### src/rtl/pcr_restamp_pkg.sv
package pcr_restamp_pkg;

  localparam int BASE_W   = 33;
  localparam int EXT_W    = 9;
  localparam int PCR_W    = BASE_W + EXT_W;
  localparam int PID_W    = 13;
  localparam logic [EXT_W-1:0] EXT_LAST = EXT_W'(299);

  localparam logic [7:0] SYNC_BYTE  = 8'h47;
  localparam logic [7:0] STUFF_BYTE = 8'hFF;
  localparam logic [7:0] AFC_ONLY   = 8'h20;
  localparam logic [7:0] FLAG_ONLY  = 8'h10;

  typedef struct packed {
    logic [BASE_W-1:0] base;
    logic [EXT_W-1:0]  ext;
  } pcr_t;

  // Byte k (0..5) of the six-byte reference field.
  function automatic logic [7:0] pcr_byte(input pcr_t v, input logic [2:0] k);
    case (k)
      3'd0:    return v.base[32:25];
      3'd1:    return v.base[24:17];
      3'd2:    return v.base[16:9];
      3'd3:    return v.base[8:1];
      3'd4:    return {v.base[0], 6'h3F, v.ext[8]};
      default: return v.ext[7:0];
    endcase
  endfunction

endpackage

### src/rtl/pcr_local_clock.sv
module pcr_local_clock
  import pcr_restamp_pkg::*;
(
  input  logic clk,
  input  logic rst,
  input  logic tick,
  input  logic load,
  input  pcr_t load_val,
  input  logic hold,
  output pcr_t now
);

  logic pend_q;
  pcr_t held_q;
  pcr_t stepped;

  always_comb begin
    if (now.ext == EXT_LAST) begin
      stepped.base = now.base + BASE_W'(1);
      stepped.ext  = '0;
    end else begin
      stepped.base = now.base;
      stepped.ext  = now.ext + EXT_W'(1);
    end
  end

  always_ff @(posedge clk) begin
    if (rst) begin
      now    <= '0;
      pend_q <= 1'b0;
      held_q <= '0;
    end else begin
      if (tick) begin
        if (pend_q && !hold) begin
          now <= held_q;
          if (!load) pend_q <= 1'b0;
        end else begin
          now <= stepped;
        end
      end
      if (load) begin
        pend_q <= 1'b1;
        held_q <= load_val;
      end
    end
  end

endmodule

### src/rtl/pcr_gap_watch.sv
module pcr_gap_watch #(
  parameter int TIMER_W = 32
) (
  input  logic               clk,
  input  logic               rst,
  input  logic               tick,
  input  logic               restart,
  input  logic [TIMER_W-1:0] limit,
  output logic [TIMER_W-1:0] gap,
  output logic               late
);

  localparam logic [TIMER_W-1:0] GAP_TOP = '1;

  always_ff @(posedge clk) begin
    if (rst) begin
      gap  <= '0;
      late <= 1'b0;
    end else if (restart) begin
      gap  <= '0;
      late <= 1'b0;
    end else begin
      if (tick && gap != GAP_TOP) gap <= gap + TIMER_W'(1);
      if (gap > limit) late <= 1'b1;
    end
  end

endmodule

### src/rtl/pcr_field_stamper.sv
module pcr_field_stamper
  import pcr_restamp_pkg::*;
#(
  parameter int PKT_LEN = 188
) (
  input  logic             clk,
  input  logic             rst,
  input  logic             in_valid,
  input  logic             in_sop,
  input  logic [7:0]       in_data,
  input  logic [PID_W-1:0] cfg_pid,
  input  pcr_t             clk_now,
  input  logic             late,
  output logic             out_valid,
  output logic             out_sop,
  output logic [7:0]       out_data,
  output logic             ref_seen,
  output logic             field_busy
);

  localparam int IW = $clog2(PKT_LEN + 1);
  localparam logic [IW-1:0] I_SYNC   = IW'(0);
  localparam logic [IW-1:0] I_PID_HI = IW'(1);
  localparam logic [IW-1:0] I_PID_LO = IW'(2);
  localparam logic [IW-1:0] I_AFC    = IW'(3);
  localparam logic [IW-1:0] I_LEN    = IW'(4);
  localparam logic [IW-1:0] I_FLAG   = IW'(5);
  localparam logic [IW-1:0] I_F0     = IW'(6);
  localparam logic [IW-1:0] I_F1     = IW'(11);
  localparam logic [IW-1:0] I_MAX    = '1;
  localparam logic [7:0]    AF_LEN_GEN = 8'(PKT_LEN - 5);

  logic [IW-1:0]      idx_q, cur_idx;
  logic [PID_W-9:0]   pid_hi_q;
  logic               pid_ok_q, af_q, ref_q, gen_q;
  logic               gen_now, ref_now, in_field;
  pcr_t               snap_q;
  logic [2:0]         fsel;
  logic [7:0]         stamp_byte, gen_byte, nxt_byte;

  always_comb begin
    cur_idx    = in_sop ? I_SYNC : idx_q;
    gen_now    = in_sop ? late : gen_q;
    ref_now    = pid_ok_q & af_q & in_data[4];
    ref_seen   = in_valid && (cur_idx == I_FLAG) && (gen_now || ref_now);
    in_field   = (cur_idx >= I_F0) && (cur_idx <= I_F1);
    field_busy = ref_q && (idx_q >= I_F0) && (idx_q <= I_F1);
    fsel       = 3'(cur_idx - I_F0);
    stamp_byte = pcr_byte(snap_q, fsel);
    case (cur_idx)
      I_SYNC:   gen_byte = SYNC_BYTE;
      I_PID_HI: gen_byte = 8'(cfg_pid[PID_W-1:8]);
      I_PID_LO: gen_byte = cfg_pid[7:0];
      I_AFC:    gen_byte = AFC_ONLY;
      I_LEN:    gen_byte = AF_LEN_GEN;
      I_FLAG:   gen_byte = FLAG_ONLY;
      default:  gen_byte = in_field ? stamp_byte : STUFF_BYTE;
    endcase
    if (gen_now)              nxt_byte = gen_byte;
    else if (ref_q && in_field) nxt_byte = stamp_byte;
    else                      nxt_byte = in_data;
  end

  always_ff @(posedge clk) begin
    if (rst) begin
      idx_q     <= '0;
      pid_hi_q  <= '0;
      pid_ok_q  <= 1'b0;
      af_q      <= 1'b0;
      ref_q     <= 1'b0;
      gen_q     <= 1'b0;
      snap_q    <= '0;
      out_valid <= 1'b0;
      out_sop   <= 1'b0;
      out_data  <= '0;
    end else begin
      out_valid <= in_valid;
      out_sop   <= in_valid & in_sop;
      out_data  <= nxt_byte;
      if (in_valid) begin
        if (cur_idx != I_MAX) idx_q <= cur_idx + IW'(1);
        if (in_sop) gen_q <= late;
        if (cur_idx == I_PID_HI) pid_hi_q <= in_data[PID_W-9:0];
        if (cur_idx == I_PID_LO) pid_ok_q <= ({pid_hi_q, in_data} == cfg_pid);
        if (cur_idx == I_AFC) af_q <= in_data[5];
        if (cur_idx == I_SYNC) ref_q <= 1'b0;
        if (ref_seen) begin
          ref_q  <= 1'b1;
          snap_q <= clk_now;
        end
      end
    end
  end

endmodule

### src/rtl/pcr_restamp_top.sv
module pcr_restamp_top
  import pcr_restamp_pkg::*;
#(
  parameter int PKT_LEN = 188,
  parameter int TIMER_W = 32
) (
  input  logic               clk,
  input  logic               rst,
  input  logic               in_valid,
  input  logic               in_sop,
  input  logic [7:0]         in_data,
  input  logic               ref_tick,
  input  logic               resync_load,
  input  logic [41:0]        resync_value,
  input  logic [12:0]        cfg_pid,
  input  logic [TIMER_W-1:0] cfg_limit,
  output logic               out_valid,
  output logic               out_sop,
  output logic [7:0]         out_data,
  output logic               late_err
);

  pcr_t               clk_now;
  logic               field_busy;
  logic               ref_seen;
  logic [TIMER_W-1:0] gap_cnt;

  pcr_local_clock u_clock (
    .clk      (clk),
    .rst      (rst),
    .tick     (ref_tick),
    .load     (resync_load),
    .load_val (pcr_t'(resync_value)),
    .hold     (field_busy),
    .now      (clk_now)
  );

  pcr_gap_watch #(.TIMER_W(TIMER_W)) u_watch (
    .clk     (clk),
    .rst     (rst),
    .tick    (ref_tick),
    .restart (ref_seen),
    .limit   (cfg_limit),
    .gap     (gap_cnt),
    .late    (late_err)
  );

  pcr_field_stamper #(.PKT_LEN(PKT_LEN)) u_stamp (
    .clk        (clk),
    .rst        (rst),
    .in_valid   (in_valid),
    .in_sop     (in_sop),
    .in_data    (in_data),
    .cfg_pid    (cfg_pid),
    .clk_now    (clk_now),
    .late       (late_err),
    .out_valid  (out_valid),
    .out_sop    (out_sop),
    .out_data   (out_data),
    .ref_seen   (ref_seen),
    .field_busy (field_busy)
  );

endmodule

### config.mk
export PLATFORM = sky130hd
export DESIGN_NAME = pcr_restamp_top
export DESIGN_NICKNAME = d
export VERILOG_FILES = /design/src/rtl/pcr_restamp_pkg.sv /design/src/rtl/pcr_local_clock.sv /design/src/rtl/pcr_gap_watch.sv /design/src/rtl/pcr_field_stamper.sv /design/src/rtl/pcr_restamp_top.sv
export SDC_FILE = /design/constraint.sdc
export NUM_CORES = 1
export LEC_CHECK = 0
export CAP_MARGIN = 0
export CELL_PAD_IN_SITES_DETAIL_PLACEMENT = 1
export CELL_PAD_IN_SITES_GLOBAL_PLACEMENT = 1
export CORE_ASPECT_RATIO = 1.2
export CORE_UTILIZATION = 51
export CTS_CLUSTER_SIZE = 40
export DETAILED_ROUTE_END_ITERATION = 12
export DONT_BUFFER_PORTS = 1
export GPL_TIMING_DRIVEN = 0
export HOLD_SLACK_MARGIN = 0.08
export MAX_ROUTING_LAYER = met4
export PLACE_DENSITY_LB_ADDON = 0.1
export SETUP_SLACK_MARGIN = 0.05
export SLEW_MARGIN = 20
export SYNTH_ARGS = -nofsm -noshare
export SYNTH_HDL_FRONTEND = slang
export SYNTH_SLANG_ARGS = --single-unit
### constraint.sdc
create_clock -name clk -period 4 [get_ports clk]
set_input_delay 0.2 -clock clk [delete_from_list [all_inputs] [get_ports clk]]
set_output_delay 0.2 -clock clk [all_outputs]
set_load 0.02 [all_outputs]
==> run_results.csv, run 1 <==
group,metric,value,unit
timing,period_minus_slack,3.41,ns
cts,cts_tree,"yes",
critical_path,reg2reg_to,"u_stamp.out_data[7]$_SDFF_PP0_",
final_layout,fin_cells,1574,
drt,final_antenna_net_count,0,
placed_design,dp_cells,1489,
drt,num_vias,9980,
final_layout,drive_gt1_share,4.40,%
worst_hold_path,min_path_cells,4,
global_routing,met2_usage,64.4,%
pwr,power.net_switching,0.00108,W
timing,setup_viol,0,
yosys,synth_area_leader_cell,"dfxtp_1",
yosys,synth_cells,1233,
pwr,leakage,4.36,nW
drt,routedWlPerCell,22.0,um
final_layout,diodes,0,
yosys,synth.avg_cell_area,8.02,um2
die,ios,112,
drt,drtIter0Drc,695,
critical_path,reg2regPathDepth,11,
timing,slew_headroom,36.3,%
cts,cts_made_buffers,17,
final_layout,num-nets-final,1448,
worst_hold_path,hp-start,"cfg_pid[3]",
pwr,power.density,359,mW/mm2
cts,numClockSinks,187,
yosys,ys.flop_type,"dfxtp_1",
critical_path,critPathBufInv,3,
die,start_util,52.2,%
cts,clkTransAtPathRegs,0.07,ns
status,status,"finished, final reports clean",
pwr,p_int,0.00299,W
critical_path,crit_chain,"nand2_1 -> inv_1 -> ha_1 -> clkbuf_1 -> nor2_1 -> o21ai_0 -> o21ai_0 -> nand2_1 -> nor2_1 -> o32ai_1 -> dlygate4sd3_1",
critical_path,critPathKind,"flip-flop to flip-flop",
drt,vias_per_cell,6.34,
yosys,synth_edf_count,0,
cts,cts-resized-gates,0,
critical_path,worstSetupStartpointType,"flip-flop",
global_routing,antenna_found_initial,0,
yosys,synth_cell_types,65,
critical_path,endpoint_kind,"flip-flop",
yosys,synth_nets,1375,
pwr,sw_frac_of_total,26.5,%
global_routing,top_usage_layer,"met2",
die,die_w,129,um
global_routing,grt_overflow,0,
pwr,p_comb_share,8.9,%
yosys,synth_top_area_share,37.9,%
die,rows,55,
critical_path,rrSetupSlack,0.59,ns
global_routing,first_global_vias,10300,
critical_path,critPathArrivalTime,3.79,ns
timing,drv_slew,0,
global_routing,met1_usage,38.1,%
global_routing,grtUsageTotal,36.6,%
die,die_y,155,um
cts,htree_levels,4,
pwr,seqPwrFrac,48.1,%
critical_path,r2r-start,"u_stamp.idx_q[1]$_SDFFE_PP0P_",
flow_run,maxCapViolations,0,
die,core,0.0189,mm2
drt,wirelength,34600,um
global_routing,grt_use_met3,5.81,%
critical_path,crit_family,"buffers and inverters",
critical_path,cp_slowest_cell,"dlygate4sd3_1",
pwr,irDropWorstVdd,0.306,mV
cts,clockBufferDepth,2,
cts,clock_latency,0.44,ns
final_layout,num-fill-cells,2327,
yosys,syn_area,0.00988,mm2
drt,firstDrtPassIters,5,
placed_design,routabilityCongestion,0.900,
critical_path,crit_path_max_incr_delay,0.59,ns
global_routing,grt_pass1_wl,54400,um
die,dieArea,0.0199,mm2
timing,worst_slew_pin_slew,0.956,ns
timing,skew,0.0141,ns
yosys,ys_ff_latch,187,
timing,hold_viol_final,0,
yosys,ys_warn_count,0,
placed_design,hpwl,24000,um
timing,rsz0062_at_grt,"false",
worst_hold_path,hold_end,"u_stamp.pid_ok_q$_SDFFE_PP0P_",
cts,root_buffer,"clkbuf_16",
pwr,pwr-share-clk,43.0,%
yosys,synthTopCellsByArea,"dfxtp_1 (38%), mux2i_1 (6.0%), nand2_1 (5.9%), a21oi_1 (5.7%), ha_1 (5.2%)",
timing,post-route-period-util,85.3,%
final_layout,fin_util,59.9,%
placed_design,port_buffers,0,
yosys,seq_area_frac_synth,37.9,%
drt,drcViolationCount,0,
global_routing,grt_start_max_net_pins,18,
critical_path,crit_required,4.38,ns
timing,hold_ws,0.153,ns
timing,max_freq,293,MHz
worst_hold_path,hold_class,"primary input to flip-flop",
final_layout,syn2layout_area_growth,14.7,%
timing,tns,0,ns
critical_path,worstPathMaxFanout,10,
yosys,async_flop_share,0,%
==> per-layer routing <==
layer	routed length, um	vias up	part of all wire, %
li1	-	4556	-
met1	13300	4913	38
met2	17800	366	51
met3	1510	145	4.4
met4	2000	0	5.8
met5	0	-	0
==> state kept, by name, summed over array words and instances (netlist names), 5 cells and up <==
register          cells
u_stamp.idx_q         8
u_stamp.pid_hi_q      5
u_clock.now          42
u_clock.held_q       42
u_watch.gap          32
u_stamp.out_data      8
u_stamp.snap_q       42
==> synthesized netlist by cell type, types with 4 or more instances <==
| cell type | number |
|---|---|
| xnor2_1 | 30 |
| and4_1 | 8 |
| o21ai_0 | 63 |
| a21oi_1 | 113 |
| xor2_1 | 7 |
| nand3_1 | 38 |
| a221oi_1 | 11 |
| mux2i_1 | 59 |
| clkbuf_1 | 47 |
| and2_1 | 9 |
| inv_1 | 53 |
| a31oi_1 | 12 |
| a211oi_1 | 7 |
| a22oi_1 | 18 |
| or3_1 | 10 |
| ha_1 | 41 |
| dfxtp_1 | 187 |
| a32oi_1 | 7 |
| nand2_1 | 155 |
| nand2b_1 | 5 |
| o32ai_1 | 12 |
| or4_1 | 4 |
| a22o_1 | 16 |
| buf_2 | 12 |
| nor3_1 | 25 |
| and3_1 | 24 |
| nor2_1 | 135 |
| o31ai_1 | 4 |
| nor2b_1 | 10 |
| nor4_1 | 12 |
| o211ai_1 | 7 |
| buf_1 | 11 |
| nand4_1 | 20 |
| a21o_1 | 8 |
| a32o_1 | 5 |
==> tightest hold or removal path, delay by kind of cell <==
kind	cells	cell delay (ns)
and+or+nand+nor	2	0.21
xor gates and xnor gates	1	0.04
AOI/OAI and AO/OA	1	0.08
==> worst max-delay path by stage <==
stage,slack [ns],endpoint,start,cells past startpoint
2_1_floorplan,1.71,u_stamp.out_data[0]$_SDFF_PP0_,in_sop,12
3_3_place_gp,1.02,u_watch.gap[25]$_SDFFE_PP0P_,in_sop,11
3_5_place_dp,0.97,u_watch.gap[25]$_SDFFE_PP0P_,in_sop,11
4_1_cts,0.76,u_stamp.out_data[7]$_SDFF_PP0_,u_stamp.idx_q[0]$_SDFFE_PP0P_,10
5_1_grt,0.33,u_stamp.out_data[7]$_SDFF_PP0_,u_stamp.idx_q[1]$_SDFFE_PP0P_,11
6_report,0.59,u_stamp.out_data[7]$_SDFF_PP0_,u_stamp.idx_q[1]$_SDFFE_PP0P_,11
==> cell usage in the layout (no fill, tap or decap), types with 9 or more instances in the layout <==
cell type,Yosys,final
dfxtp_1,187,187
nand2_1,155,155
nor2_1,135,135
a21oi_1,113,113
o21ai_0,63,63
mux2i_1,59,59
dlygate4sd3_1,0,54
inv_1,53,53
clkbuf_1,47,49
ha_1,41,41
nand3_1,38,38
xnor2_1,30,30
nor3_1,25,25
and3_1,24,24
nand4_1,20,20
a22oi_1,18,18
clkbuf_16,0,17
a22o_1,16,16
buf_2,12,12
nor4_1,12,12
o32ai_1,12,12
a31oi_1,12,12
buf_1,11,11
a221oi_1,11,11
nor2b_1,10,10
or3_1,10,10
and2_1,9,9
==> power by group through the flow <==
stage	logic, W	registers, W	clock network (W)
floorplan	0.000217	0.00198	0
global placement	0.000290	0.00200	0
detailed placement	0.000302	0.00200	0
CTS	0.000349	0.00196	0.00175
global route	0.000392	0.00196	0.00182
finish	0.000362	0.00196	0.00175
==> logic make-up (layout without fill, tap and decap cells) <==
group | count (synthesis) | after routing | synth area share (%)
AO/OA/AOI/OAI | 306 | 306 | 19.7
XOR/XNOR | 37 | 37 | 3.28
adder cells (fa/ha/maj) | 41 | 41 | 5.19
buffers and inverters | 126 | 211 | 5.09
flip-flops | 187 | 187 | 37.9
multiplexers | 62 | 62 | 6.32
AND/OR/NAND/NOR | 474 | 474 | 22.5
==> final cells by class <==
| cell class | instances | area, um2 | area share (%) |
|---|---|---|---|
| plain buffers | 73 | 304 | 2.68 |
| clock buffers | 19 | 433 | 3.82 |
| clock inverters | 12 | 155 | 1.37 |
| inverters | 53 | 199 | 1.76 |
| multi-input cells | 920 | 5640 | 49.7 |
| flip-flops and latches | 187 | 3740 | 33.0 |
| well taps | 256 | 320 | 2.83 |
| repair buffers | 54 | 541 | 4.77 |
==> repair_timing <==
item,CTS,global route
buffers inserted,0,0
endpoints found under the hold margin,57,0
endpoints found under the setup margin,0,0
hold buffers,54,0
==> metrics by stage <==
| step | worst slack (ns) | area, um2 | total power, W |
|---|---|---|---|
| 6_report | 0.587 | 11300 | 0.00407 |
| 3_5_place_dp | 0.975 | 10200 | 0.00230 |
| 3_3_place_gp | 1.02 | 10200 | 0.00229 |
| 2_1_floorplan | 1.71 | 9880 | 0.00220 |
| 5_1_grt | 0.330 | 11300 | 0.00418 |
| 4_1_cts | 0.757 | 11300 | 0.00406 |
Power figures use the tool's default switching activity.
==> run 2, diff against run 1 <==
--- a/config.mk
+++ b/config.mk
@@ -5,11 +5,12 @@
 export SDC_FILE = /design/constraint.sdc
 export NUM_CORES = 1
 export LEC_CHECK = 0
+export ABC_AREA = 1
 export CAP_MARGIN = 0
 export CELL_PAD_IN_SITES_DETAIL_PLACEMENT = 1
 export CELL_PAD_IN_SITES_GLOBAL_PLACEMENT = 1
 export CORE_ASPECT_RATIO = 1.2
-export CORE_UTILIZATION = 51
+export CORE_UTILIZATION = 45
 export CTS_CLUSTER_SIZE = 40
 export DETAILED_ROUTE_END_ITERATION = 12
 export DONT_BUFFER_PORTS = 1
@@ -17,7 +18,7 @@
 export HOLD_SLACK_MARGIN = 0.08
 export MAX_ROUTING_LAYER = met4
 export PLACE_DENSITY_LB_ADDON = 0.1
-export SETUP_SLACK_MARGIN = 0.05
+export SETUP_SLACK_MARGIN = 0.5
 export SLEW_MARGIN = 20
 export SYNTH_ARGS = -nofsm -noshare
 export SYNTH_HDL_FRONTEND = slang
==> constraint.sdc (replaced) <==
create_clock -name clk -period 3.2 [get_ports clk]
set_input_delay 0.16 -clock clk [delete_from_list [all_inputs] [get_ports clk]]
set_output_delay 0.16 -clock clk [all_outputs]
set_load 0.02 [all_outputs]
==> run_results.csv, run 2 <==
group,metric,value,unit
final_layout,num-nets-final,1877,
critical_path,endpoint_kind,"flip-flop",
die,die_w,143,um
die,ios,112,
timing,slew_headroom,55.0,%
cts,numClockSinks,187,
final_layout,num-fill-cells,3176,
yosys,synth_nets,1805,
drt,wirelength,38300,um
placed_design,dp_cells,1978,
yosys,synthTopCellsByArea,"dfxtp_1 (35%), nand2_1 (13%), nor2_1 (8.9%), a21oi_1 (8.3%), o21ai_0 (7.9%)",
placed_design,detailedPlace.worstSlack,0.759,ns
timing,worst_slack,0.707,ns
critical_path,crit_required,3.50,ns
timing,max_freq,401,MHz
critical_path,crit_start,"in_sop",
critical_path,worstPathMaxFanout,10,
timing,rsz0062_at_grt,"false",
drt,drtIter0Drc,514,
cts,cts_made_buffers,17,
timing,setup_viol,0,
yosys,ys_warn_count,0,
final_layout,reg_top3,"u_clock.held_q: 42 flops, u_clock.now: 42 flops, u_stamp.snap_q: 42 flops",
cts,cts_setup_buffers,0,
critical_path,reg2regPathDepth,11,
global_routing,grtUsageTotal,33.3,%
critical_path,cp_slowest_cell,"dlygate4sd3_1",
timing,period_minus_slack,2.49,ns
timing,post-route-period-util,77.9,%
die,core,0.0233,mm2
pwr,irDropWorstVdd,0.386,mV
yosys,synth.avg_cell_area,6.45,um2
final_layout,final_common_cell,"nand2_1",
timing,hold_viol_final,0,
pwr,power.density,438,mW/mm2
drt,drcViolationCount,0,
die,die_y,171,um
global_routing,grt_overflow,0,
timing,skew,0.0164,ns
timing,hold_ws,0.0841,ns
die,rows,61,
yosys,async_flop_share,0,%
final_layout,syn2layout_area_growth,14.8,%
yosys,netlist_top_cells_count,"nand2_1 (367), nor2_1 (255), dfxtp_1 (187)",
timing,worst_slew_pin_slew,0.675,ns
drt,firstDrtPassIters,5,
critical_path,crit_end,"u_stamp.out_data[5]$_SDFF_PP0_",
critical_path,worstSetupStartpointType,"primary input",
critical_path,r2r-start,"u_stamp.idx_q[0]$_SDFFE_PP0P_",
critical_path,worstSetupPathDepth,12,
drt,final_antenna_net_count,0,
critical_path,critPathKind,"primary input to flip-flop",
critical_path,cpMostUsedCell,"inv_1",
final_layout,multi_input_area,0.00601,mm2
die,start_util,46.0,%
yosys,ys.flop_type,"dfxtp_1",
yosys,synth_cell_types,41,
cts,clkTransAtPathRegs,0.08,ns
cts,htree_levels,4,
final_layout,register_area,0.00374,mm2
global_routing,antenna_found_initial,1,
yosys,seq_area_frac_synth,34.9,%
yosys,synth_edf_count,0,
yosys,synth_cells,1663,
final_layout,fin_cells,2064,
global_routing,grt_pass1_wl,60600,um
critical_path,rrSetupSlack,0.78,ns
flow_run,maxCapViolations,0,
placed_design,hpwl,28700,um
yosys,synth_top_area_share,34.9,%
critical_path,reg2reg_to,"u_stamp.out_data[5]$_SDFF_PP0_",
yosys,ys_ff_latch,187,
worst_hold_path,hold_class,"primary input to flip-flop",
cts,root_buffer,"clkbuf_16",
die,dieArea,0.0244,mm2
yosys,syn_area,0.0107,mm2
drt,routedWlPerCell,18.5,um
drt,vias_per_cell,5.50,
critical_path,crit_family,"buffers and inverters",
critical_path,critPathBufInv,5,
yosys,synth_area_leader_cell,"dfxtp_1",
cts,cts_tree,"yes",
placed_design,routabilityCongestion,0.926,
timing,drv_slew,0,
global_routing,grt_start_max_net_pins,24,
yosys,yosysMostFrequentCell,"nand2_1",
pwr,leakage,5.20,nW
final_layout,final_cell_mix,"nand2_1 (367), nor2_1 (255), dfxtp_1 (187)",
critical_path,crit_chain,"dlygate4sd3_1 -> buf_6 -> nor2_1 -> inv_1 -> ha_1 -> buf_2 -> o211ai_1 -> nand3_2 -> inv_1 -> nand2_1 -> nand3_1 -> a21oi_1",
cts,clock_latency,0.46,ns
critical_path,critPathArrivalTime,2.79,ns
global_routing,first_global_vias,11800,
final_layout,drive_gt1_share,4.92,%
placed_design,port_buffers,0,
timing,tns,0,ns
cts,clockBufferDepth,2,
drt,num_vias,11400,
status,status,"finished, final reports clean",
critical_path,crit_path_max_incr_delay,0.55,ns
## run 2: cell types whose count changed after synthesis, sizes merged, moves of 59 or more
cell / before / now
inv: 53 / 174
nand2: 156 / 375
mux2i: 59 / 0
o21ai: 64 / 172
a21oi: 113 / 178
nor2: 135 / 260
## run 2: layout make-up
type / count / share of cell area (%)
diodes: 1 / 0.0203
plain buffers: 63 / 2.54
clock buffers: 17 / 3.46
clock inverters: 15 / 1.80
inverters: 175 / 5.38
multi-input cells: 1238 / 48.9
flip-flops and latches: 187 / 30.4
well taps: 315 / 3.20
repair buffers: 53 / 4.31
## run 2: worst min-delay path: stages
cell	delay [ns]
nand2_1	0.03
o21ai_0	0.07
nor4b_1	0.06
nand3_1	0.10
a21oi_1	0.07
## run 2: stage by stage
stage | cell area [um2] | utilization [%] | power [W]
after floorplan | 10700 | - | 0.00289
after global placement | 11100 | 47.7 | 0.00305
after detailed placement | 11100 | 47.7 | 0.00306
after CTS | 12300 | 52.8 | 0.00539
after global routing | 12300 | 52.9 | 0.00556
final | 12300 | 52.9 | 0.00538
## run 2: how the worst min path moves through the flow
stage	from	to	slack [ns]	cells past startpoint
3_5_place_dp	resync_value[23]	u_clock.held_q[23]$_SDFFE_PP0P_	0.31	2
5_1_grt	cfg_pid[0]	u_stamp.pid_ok_q$_SDFFE_PP0P_	0.09	4
6_report	cfg_pid[0]	u_stamp.pid_ok_q$_SDFFE_PP0P_	0.08	5
4_1_cts	cfg_pid[7]	u_stamp.out_data[7]$_SDFF_PP0_	0.08	6
3_3_place_gp	resync_value[19]	u_clock.held_q[19]$_SDFFE_PP0P_	0.30	2
2_1_floorplan	resync_value[0]	u_clock.held_q[0]$_SDFFE_PP0P_	0.29	2
## run 2: logic make-up after synthesis
family,after synthesis,synth area share [%]
AND/OR/NAND/NOR,788,30.4
AO/OA/AOI/OAI,372,17.8
buffers and inverters,238,9.09
flip-flops,187,34.9
adder cells (fa/ha/maj),41,4.79
XOR/XNOR,37,3.02
## run 2: repair_timing
item                                    CTS  global route
endpoints found under the hold margin    62             0
hold buffers                             53             0
gates resized for setup                   0             2
endpoints found under the setup margin    0            26
## run 2: layer usage
metal	wire, um	vias up	global-route usage (%)
li1	-	5565	-
met1	15400	5418	34.8
met2	19700	262	60.5
met3	1190	117	4.20
met4	2010	0	18.3
met5	0	-	-
## run 2: power by group
part | total (W) | switching, W | internal (W)
combinational | 0.000586 | 0.000389 | 0.000197
sequential | 0.00250 | 0.0000851 | 0.00241
clock | 0.00230 | 0.00120 | 0.00110
total | 0.00538 | 0.00167 | 0.00371
==> run 3, diff against run 2 <==
==> constraint.sdc (replaced) <==
create_clock -name clk -period 2.3 [get_ports clk]
set_input_delay 0.115 -clock clk [delete_from_list [all_inputs] [get_ports clk]]
set_output_delay 0.115 -clock clk [all_outputs]
set_load 0.02 [all_outputs]
==> run_results.csv, run 3 (synthesis results as in run 2) <==
group,metric,value,unit
timing,setup_viol,0,
drt,final_antenna_net_count,0,
critical_path,cpMostUsedCell,"nor2_4",
cts,clkTransAtPathRegs,0.08,ns
critical_path,critPathBufInv,4,
cts,cts_tree,"yes",
global_routing,first_global_vias,12600,
cts,clock_latency,0.47,ns
timing,slew_headroom,45.3,%
placed_design,port_buffers,0,
critical_path,cp_slowest_cell,"dfxtp_2",
drt,num_vias,12500,
final_layout,final_cell_mix,"nand2_1 (342), nor2_1 (224), dfxtp_1 (156)",
critical_path,worstPathMaxFanout,8,
global_routing,grt_pass1_wl,66000,um
global_routing,grt_start_max_net_pins,17,
timing,rsz0062_at_grt,"true",
cts,clockBufferDepth,2,
timing,period_minus_slack,2.15,ns
worst_hold_path,hold_class,"primary input to flip-flop",
placed_design,hpwl,29100,um
placed_design,place_area,0.0112,mm2
flow_run,maxCapViolations,0,
die,start_util,46.0,%
final_layout,fin_util,59.8,%
final_layout,final_area,0.0139,mm2
die,ios,112,
die,rows,61,
critical_path,critPathArrivalTime,2.53,ns
timing,hold_ws,0.0851,ns
timing,worst_slew_pin_slew,0.821,ns
critical_path,crit_path_max_incr_delay,0.33,ns
pwr,leakage,5.74,nW
timing,post-route-period-util,93.5,%
die,die_y,171,um
drt,vias_per_cell,5.89,
critical_path,crit_required,2.68,ns
cts,cts_made_buffers,17,
final_layout,diodes,0,
cts,htree_levels,4,
placed_design,routabilityCongestion,0.921,
critical_path,crit_chain,"inv_2 -> nor2_4 -> buf_12 -> ha_4 -> clkinvlp_4 -> buf_4 -> nor2_4 -> nand2_4 -> nor2_4 -> o21ai_1 -> a21oi_1",
drt,wirelength,47400,um
final_layout,reg_top3,"u_clock.held_q: 42 flops, u_clock.now: 42 flops, u_stamp.snap_q: 42 flops",
timing,skew,0.0152,ns
die,core,0.0233,mm2
timing,drv_slew,0,
cts,root_buffer,"clkbuf_16",
global_routing,grtUsageTotal,36.6,%
global_routing,grt_overflow,0,
final_layout,syn2layout_area_growth,30.0,%
global_routing,met2_usage,65.9,%
global_routing,grt_use_met3,5.23,%
critical_path,crit_family,"simple AND/OR/NAND/NOR gates",
final_layout,num-nets-final,1940,
global_routing,top_usage_layer,"met2",
critical_path,critPathKind,"flip-flop to flip-flop",
global_routing,met1_usage,36.1,%
pwr,power.density,553,mW/mm2
die,dieArea,0.0244,mm2
timing,hold_viol_final,0,
final_layout,drive_gt1_share,18.1,%
final_layout,final_common_cell,"nand2_1",
cts,numClockSinks,187,
status,status,"finished, final reports clean",
critical_path,endpoint_kind,"flip-flop",
die,die_w,143,um
drt,drtIter0Drc,729,
drt,firstDrtPassIters,5,
pwr,irDropWorstVdd,0.638,mV
global_routing,antenna_found_initial,0,
timing,max_freq,465,MHz
drt,routedWlPerCell,22.3,um
drt,drcViolationCount,0,
critical_path,worstSetupStartpointType,"flip-flop",
==> run 3: final timing paths <==
path | to | cells after the start | slack, ns | from
worst min register to register | u_clock.held_q[11]$_SDFFE_PP0P_ | 2 | 0.47 | u_clock.held_q[11]$_SDFFE_PP0P_
worst min-delay path | u_stamp.out_data[3]$_SDFF_PP0_ | 6 | 0.09 | cfg_pid[11]
worst max register to register | u_stamp.pid_hi_q[3]$_SDFFE_PP0P_ | 11 | 0.15 | u_stamp.idx_q[0]$_SDFFE_PP0P_
worst max-delay path | u_stamp.pid_hi_q[3]$_SDFFE_PP0P_ | 11 | 0.15 | u_stamp.idx_q[0]$_SDFFE_PP0P_
==> run 3: routing by layer <==
layer / vias to the layer above / wire [um]
met5: - / 0
met4: 0 / 3620
met3: 225 / 2210
met2: 521 / 24300
met1: 6089 / 17300
li1: 5694 / -
==> run 3: worst reg2reg max path, stage by stage, from the launching register on <==
cell and delay (ns):
dfxtp_2 0.33, inv_2 0.04, nor2_4 0.16, buf_12 0.15
ha_4 0.21, clkinvlp_4 0.14, buf_4 0.16, nor2_4 0.16
nand2_4 0.09, nor2_4 0.26, o21ai_1 0.15, a21oi_1 0.22
==> run 3: repair_timing <==
action	in CTS	in global routing
buffers inserted	27	19
setup endpoints to repair	132	140
hold buffers	61	0
cloned	6	3
hold endpoints to repair	81	0
pin swaps	25	30
resized for setup	165	184
==> run 3: cell type report <==
cell class              count  area (um2)
plain buffers              63         468
clock buffers              21         440
clock inverters            11         135
fillers                  2995        9350
inverters                 175         693
multi-input cells        1241        6890
flip-flops and latches    187        3800
well taps                 315         394
repair buffers            113        1110
==> run 3: power breakdown <==
| part | switching, W | internal [W] |
|---|---|---|
| logic | 0.000707 | 0.000399 |
| clock network | 0.00147 | 0.00162 |
| registers | 0.000144 | 0.00336 |
| total | 0.00233 | 0.00538 |
==> run 3: per-stage QoR <==
stage | setup slack, ns | cells | TNS, ns | total power [W]
finish | 0.151 | 2126 | 0 | 0.00770
global route | 0.0560 | 2126 | 0 | 0.00788
CTS | 0.339 | 2104 | 0 | 0.00746
detailed placement | -0.0261 | 1978 | -0.0890 | 0.00428
global placement | 0.0366 | 1978 | 0 | 0.00425
floorplan | 0.506 | 1663 | 0 | 0.00403
